$ cat src/rtl/bsc_pkg.sv
package bsc_pkg;

   typedef enum logic [3:0] {
      ST_IDLE,
      ST_PAD,
      ST_SYN1,
      ST_SYN2,
      ST_DATA,
      ST_BCC0,
      ST_BCC1,
      ST_TPAD,
      ST_ABT
   } bsc_st_e;

   typedef struct packed {
      logic [7:0] syn;
      logic [7:0] eot;
      logic [7:0] enq;
      logic [7:0] soh;
      logic [7:0] stx;
   } bsc_codes_t;

   localparam logic [7:0] MARK_BYTE  = 8'hFF;
   localparam logic [7:0] TRAIL_BYTE = 8'hFF;
   localparam logic [7:0] PAD_ALT    = 8'hAA;
   localparam logic [7:0] PAD_NONE   = 8'h00;

endpackage

$ cat src/rtl/bsc_codes.sv
module bsc_codes
   import bsc_pkg::*;
(
   input  logic       ebcdic,
   output bsc_codes_t codes
);

   always_comb begin
      codes.soh = 8'h01;
      codes.stx = 8'h02;
      if (ebcdic) begin
         codes.syn = 8'h32;
         codes.eot = 8'h37;
         codes.enq = 8'h2D;
      end else begin
         codes.syn = 8'h16;
         codes.eot = 8'h04;
         codes.enq = 8'h05;
      end
   end

endmodule

$ cat src/rtl/bsc_bcc.sv
module bsc_bcc #(
   parameter bit          CRC_EN       = 1'b1,
   parameter logic [15:0] CRC_POLY_REV = 16'hA001
) (
   input  logic        clk,
   input  logic        rst_n,
   input  logic        clr,
   input  logic        en,
   input  logic        use_lrc,
   input  logic [7:0]  din,
   output logic [15:0] bcc_o
);

   logic [7:0] lrc_q;

   always_ff @(posedge clk) begin
      if (!rst_n || clr) lrc_q <= 8'h00;
      else if (en)       lrc_q <= lrc_q ^ din;
   end

   generate
      if (CRC_EN) begin : g_crc
         logic [15:0] crc_q;

         function automatic logic [15:0] crc_step(input logic [15:0] c,
                                                  input logic [7:0]  d);
            logic [15:0] r;
            r = c ^ {8'h00, d};
            for (int i = 0; i < 8; i++)
               r = r[0] ? ((r >> 1) ^ CRC_POLY_REV) : (r >> 1);
            return r;
         endfunction

         always_ff @(posedge clk) begin
            if (!rst_n || clr) crc_q <= 16'h0000;
            else if (en)       crc_q <= crc_step(crc_q, din);
         end

         assign bcc_o = use_lrc ? {8'h00, lrc_q} : crc_q;
      end else begin : g_lrc_only
         logic unused_sel;
         assign unused_sel = use_lrc;
         assign bcc_o      = {8'h00, lrc_q};
      end
   endgenerate

endmodule

$ cat src/rtl/bsc_pad_cnt.sv
module bsc_pad_cnt #(
   parameter int W = 4
) (
   input  logic         clk,
   input  logic         rst_n,
   input  logic         load,
   input  logic [W-1:0] load_val,
   input  logic         dec,
   output logic         last
);

   logic [W-1:0] cnt_q;

   always_ff @(posedge clk) begin
      if (!rst_n)                   cnt_q <= '0;
      else if (load)                cnt_q <= load_val;
      else if (dec && cnt_q != '0)  cnt_q <= cnt_q - W'(1);
   end

   assign last = (cnt_q == W'(1));

endmodule

$ cat src/rtl/bsc_tx_framer.sv
module bsc_tx_framer
   import bsc_pkg::*;
#(
   parameter int          PAD_W        = 4,
   parameter bit          CRC_EN       = 1'b1,
   parameter logic [15:0] CRC_POLY_REV = 16'hA001
) (
   input  logic             clk,
   input  logic             rst_n,
   input  logic             cfg_idle_syn,
   input  logic [PAD_W-1:0] cfg_pad_cnt,
   input  logic             cfg_pad_zero,
   input  logic             cfg_ebcdic,
   input  logic             cfg_lrc,
   input  logic             in_valid,
   input  logic [7:0]       in_data,
   input  logic             in_eof,
   output logic             in_ready,
   input  logic             abort,
   output logic             out_valid,
   input  logic             out_ready,
   output logic [7:0]       out_data
);

   if (PAD_W < 1 || PAD_W > 8) begin : g_chk_pad_w
      $error("bsc_tx_framer: PAD_W must lie in 1..8");
   end
   if (CRC_EN && CRC_POLY_REV == 16'h0000) begin : g_chk_poly
      $error("bsc_tx_framer: CRC polynomial must be non-zero");
   end

   bsc_st_e     st_q, st_d;
   logic        vld_q;
   logic        bcc_on_q;
   bsc_codes_t  cd;
   logic [15:0] bcc;
   logic        pad_last;
   logic        fire, take, in_frame, eff_lrc;
   logic        is_syn, is_start, is_ctl_end;

   bsc_codes i_codes (
      .ebcdic (cfg_ebcdic),
      .codes  (cd)
   );

   assign fire       = out_valid && out_ready;
   assign in_ready   = (st_q == ST_DATA) && out_ready && vld_q;
   assign take       = in_ready && in_valid;
   assign in_frame   = st_q inside {ST_PAD, ST_SYN1, ST_SYN2, ST_DATA, ST_BCC0, ST_BCC1};
   assign eff_lrc    = cfg_lrc || !CRC_EN;
   assign is_syn     = (in_data == cd.syn);
   assign is_start   = (in_data == cd.soh) || (in_data == cd.stx);
   assign is_ctl_end = (in_data == cd.eot) || (in_data == cd.enq);
   assign out_valid  = vld_q;

   bsc_pad_cnt #(.W(PAD_W)) i_pad (
      .clk      (clk),
      .rst_n    (rst_n),
      .load     (fire && st_q == ST_IDLE),
      .load_val (cfg_pad_cnt),
      .dec      (fire && st_q == ST_PAD),
      .last     (pad_last)
   );

   bsc_bcc #(.CRC_EN(CRC_EN), .CRC_POLY_REV(CRC_POLY_REV)) i_bcc (
      .clk     (clk),
      .rst_n   (rst_n),
      .clr     (st_q == ST_IDLE),
      .en      (take && bcc_on_q && !is_syn),
      .use_lrc (eff_lrc),
      .din     (in_data),
      .bcc_o   (bcc)
   );

   always_comb begin
      unique case (st_q)
         ST_IDLE:          out_data = cfg_idle_syn ? cd.syn : MARK_BYTE;
         ST_PAD:           out_data = cfg_pad_zero ? PAD_NONE : PAD_ALT;
         ST_SYN1, ST_SYN2: out_data = cd.syn;
         ST_DATA:          out_data = in_valid ? in_data : cd.syn;
         ST_BCC0:          out_data = bcc[7:0];
         ST_BCC1:          out_data = bcc[15:8];
         ST_TPAD:          out_data = TRAIL_BYTE;
         ST_ABT:           out_data = cd.eot;
         default:          out_data = MARK_BYTE;
      endcase
   end

   always_comb begin
      st_d = st_q;
      if (abort && in_frame) begin
         st_d = ST_ABT;
      end else if (fire) begin
         unique case (st_q)
            ST_IDLE:
               if (in_valid)
                  st_d = (!cfg_idle_syn && cfg_pad_cnt != '0) ? ST_PAD : ST_SYN1;
            ST_PAD:  if (pad_last) st_d = ST_SYN1;
            ST_SYN1: st_d = ST_SYN2;
            ST_SYN2: st_d = ST_DATA;
            ST_DATA:
               if (in_valid && in_eof)
                  st_d = (is_ctl_end || !bcc_on_q) ? ST_TPAD : ST_BCC0;
            ST_BCC0: st_d = eff_lrc ? ST_TPAD : ST_BCC1;
            ST_BCC1: st_d = ST_TPAD;
            ST_TPAD: st_d = ST_IDLE;
            ST_ABT:  st_d = ST_TPAD;
            default: st_d = ST_IDLE;
         endcase
      end
   end

   always_ff @(posedge clk) begin
      if (!rst_n) begin
         st_q     <= ST_IDLE;
         vld_q    <= 1'b0;
         bcc_on_q <= 1'b0;
      end else begin
         st_q  <= st_d;
         vld_q <= 1'b1;
         if (st_q == ST_IDLE)       bcc_on_q <= 1'b0;
         else if (take && is_start) bcc_on_q <= 1'b1;
      end
   end

endmodule

$ cat config.mk
export PLATFORM = sky130hd
export DESIGN_NAME = bsc_tx_framer
export DESIGN_NICKNAME = d
export VERILOG_FILES = /design/src/rtl/bsc_pkg.sv /design/src/rtl/bsc_codes.sv /design/src/rtl/bsc_bcc.sv /design/src/rtl/bsc_pad_cnt.sv /design/src/rtl/bsc_tx_framer.sv
export SDC_FILE = /design/constraint.sdc
export NUM_CORES = 1
export LEC_CHECK = 0
export BUFFER_PORTS_ARGS = -buffer_cell sky130_fd_sc_hd__buf_4
export CAP_MARGIN = 40
export CORE_AREA = 5 5 99 73
export CTS_BUF_LIST = sky130_fd_sc_hd__clkbuf_4
export DETAILED_ROUTE_END_ITERATION = 10
export DIE_AREA = 0 0 104 78
export PLACE_DENSITY = 0.71
export SLEW_MARGIN = 40
export SYNTH_ARGS = -nofsm -noshare
export SYNTH_HDL_FRONTEND = slang
export SYNTH_HIERARCHICAL = 1
export SYNTH_SLANG_ARGS = --single-unit
export TNS_END_PERCENT = 20
$ cat constraint.sdc
create_clock -name clk -period 5.4 [get_ports clk]
set_input_delay 1.08 -clock clk [delete_from_list [all_inputs] [get_ports clk]]
set_output_delay 1.08 -clock clk [all_outputs]
set_load 0.05 [all_outputs]
==> impl_metrics.py <==
metrics = {
    "cts": {
        "clk_latency_ps": 330,
        "ctsResizeCount": 0,
        "hold_buffers": 0,
        "cts_buffers": 5,
        "root_buffer": "clkbuf_4",
        "cts.sinks": 34,
        "cts_tree": "done",
        "cts_max_path_buffers": 2,
        "post_cts_buffers": 0,
        "h-tree-depth": 2,
        "path_clk_slew_ps": 110,
    },
    "drt": {
        "ant_nets": 0,
        "wl_met3_um": 624,
        "first_pass_iters": 10,
        "finalWirelength_mm": 7.68,
        "initialDrtViolationCount": 220,
        "met2_length_mm": 3.39,
        "met1_length_mm": 3.59,
        "drcViolationCount": 0,
        "via_count": 2701,
        "top_layer": "met4",
        "wire_per_inst_um": 16.1,
        "vias_per_cell": 5.65,
    },
    "cells_and_area": {
        "fin_area_um2": 3250,
        "antenna_cells": 0,
        "synthToLayoutAreaGrowth_pct": 3.22,
        "drive_above_1_share_pct": 15.3,
        "seq_area_um2": 681,
        "multi_input_area_um2": 2120,
        "fin_nets": 425,
        "fill_cells": 619,
    },
    "setup_path": {
        "slowest_delay_ps": 800,
        "worstPathArrival_ps": 2580,
        "start_kind": "flip-flop",
        "crit_slowest_cell": "dfxtp_1",
        "crit_fanout": 20,
        "ff2ff_path_depth": 8,
        "crit_chain": "nand2b_1, nor3_2, a221oi_1, o211ai_1, buf_4",
        "end_kind": "primary output",
        "worstSetupPathType": "reg -> out",
        "worstPathRequired_ps": 4320,
    },
    "run": {
        "max_cap_viol_count": 0,
    },
    "sta": {
        "tightest_slew_ps": 744,
        "final-setup-viol-count": 0,
        "finalCritPeriodShare_pct": 67.7,
        "setup_tns_ps": 0,
        "finalHoldViolations": 0,
        "slew_headroom_pct": 50.0,
        "drv_slew": 0,
        "max_freq_ghz": 0.274,
        "skew_ps": 10.2,
        "rsz0062_at_grt": "no",
        "min_period_ps": 3660,
    },
    "global_route": {
        "antenna_found_initial": 0,
        "grt_use_total_pct": 18.9,
        "grt_max_degree": 34,
        "overflow": 0,
        "grt_pass1_wl_mm": 12.7,
        "grt_pass1_vias": 2512,
    },
    "die": {
        "initial_core_util_pct": 51.3,
        "io_pins": 32,
        "fp.dieArea_um2": 8110,
        "design.core.area_um2": 6130,
        "die_h_um": 78,
        "rows": 24,
        "fp.dieW_um": 104,
    },
    "pwr": {
        "power.leakage_nw": 1.18,
        "power_density_nw_per_um2": 196,
        "ir_worst_vdd_v": 0.000122,
    },
    "place": {
        "placed_cell_area_um2": 3190,
        "hpwl_mm": 5.86,
        "gp_congestion": 0.881,
        "place.port_buffers": 31,
    },
    "synthesis": {
        "syn_area_um2": 3140,
        "synth-edff-count": 0,
        "synthTopCellsByCount": "nor2_1 (45), xnor2_1 (43), buf_4 (39), dfxtp_1 (34), nand2_1 (22)",
        "yosysWarnings": 6,
        "synth.avg_cell_area_um2": 7.92,
        "synth_top_area_cell": "dfxtp_1",
        "yosysMostFrequentCell": "nor2_1",
        "synth.distinct_cells": 62,
        "async_reset_ff_share_pct": 0,
        "synthCells": 397,
        "synth-seq-area-share_pct": 21.6,
        "ys_top_cells_by_area": "dfxtp_1 (22%), xnor2_1 (12%), buf_4 (9.3%), nor2_1 (5.4%), xor2_1 (5.0%)",
        "ys_ff_latch": 34,
        "synthFlopType": "dfxtp_1",
        "synth_top_area_share_pct": 21.6,
    },
    "hold_path": {
        "holdPathStages": 2,
        "hp-class": "reg -> reg",
    },
    "status": {
        "status": "finished clean",
    },
}
==> layer usage <==
layer,up-vias,global-route usage [%]
met4,0,3.88
li1,1305,-
met5,-,0
met2,109,29.5
met3,8,4.73
met1,1279,26.6
==> cells by family after synthesis <==
family,share of synthesized area (%)
DFF,21.6
muxes,6.01
and+or+nand+nor,20.2
other,0.239
AOI/OAI and AO/OA,14.7
adders and majority gates,0.796
xor gates and xnor gates,21.1
buffers and inverters,15.4
==> registers in the layout, indices dropped and copies added, names as in the netlist <==
signal,flops
st_q,4
bcc_on_q,1
i_bcc/lrc_q,8
i_bcc/g_crc.crc_q,16
i_pad/cnt_q,4
out_valid,1
==> stage by stage <==
stage                     cells  total power, W  setup slack [ps]  utilization (%)  hold slack, ps
final                       478        0.000636              1740             53.0             506
after detailed placement    472        0.000508              1940             52.1             493
after global placement      472        0.000504              1920             52.0             481
after global routing        478        0.000674              1590             53.0             530
after floorplan             427        0.000464              1840                -             467
after CTS                   478        0.000635              1660             52.8             508
==> placed cells by master (no fill, tap or decap), drive strengths merged, types with 3 or more instances in the layout <==
cell type and n:
a211oi 6, a21oi 12, a221oi 3, a222oi 5, a22oi 6, buf 33
clkbuf 5, conb 32, dfxtp 34, inv 16, mux2 7, mux2i 11
nand2 22, nand2b 3, nand3 9, nand4 11, nor2 46, nor2b 8
nor3 10, nor4 4, o21ai 8, o22ai 3, or3 3, xnor2 46
xor2 20
==> critical path, delay by kind of cell, from the launching register on <==
family                 cells  cell delay [ps]
AOI/OAI and AO/OA          2              370
buffers and inverters      1              240
DFF                        1              800
and+or+nand+nor            2              820
==> power breakdown <==
group	total (W)	internal (W)	leakage (nW)	switching [W]
logic	0.000240	0.0000919	0.882	0.000148
clock network	0.000129	0.0000445	0.0246	0.0000843
registers	0.000267	0.000255	0.275	0.0000119
total	0.000636	0.000392	1.18	0.000244
==> area by class of cell <==
type,instances,share of cell area [%]
clock buffers,5,1.16
well taps,78,3.01
inverters,16,1.85
repair buffers,33,7.63
flip-flops and latches,34,21.0
clock inverters,1,0.116
multi-input cells,311,65.3
==> final timing paths <==
kind | start | to | slack (ps)
setup / recovery | st_q[3]$_SDFFE_PN0P_ | out_data[1] | 1740
hold / removal | i_bcc/g_crc.crc_q[11]$_SDFFE_PP0P_ | i_bcc/g_crc.crc_q[11]$_SDFFE_PP0P_ | 510
setup reg to reg | st_q[2]$_SDFFE_PP0P_ | i_bcc/g_crc.crc_q[0]$_SDFFE_PP0P_ | 2390
hold reg to reg | i_bcc/g_crc.crc_q[11]$_SDFFE_PP0P_ | i_bcc/g_crc.crc_q[11]$_SDFFE_PP0P_ | 510
Note: power is estimated with default switching activity, not from simulation.
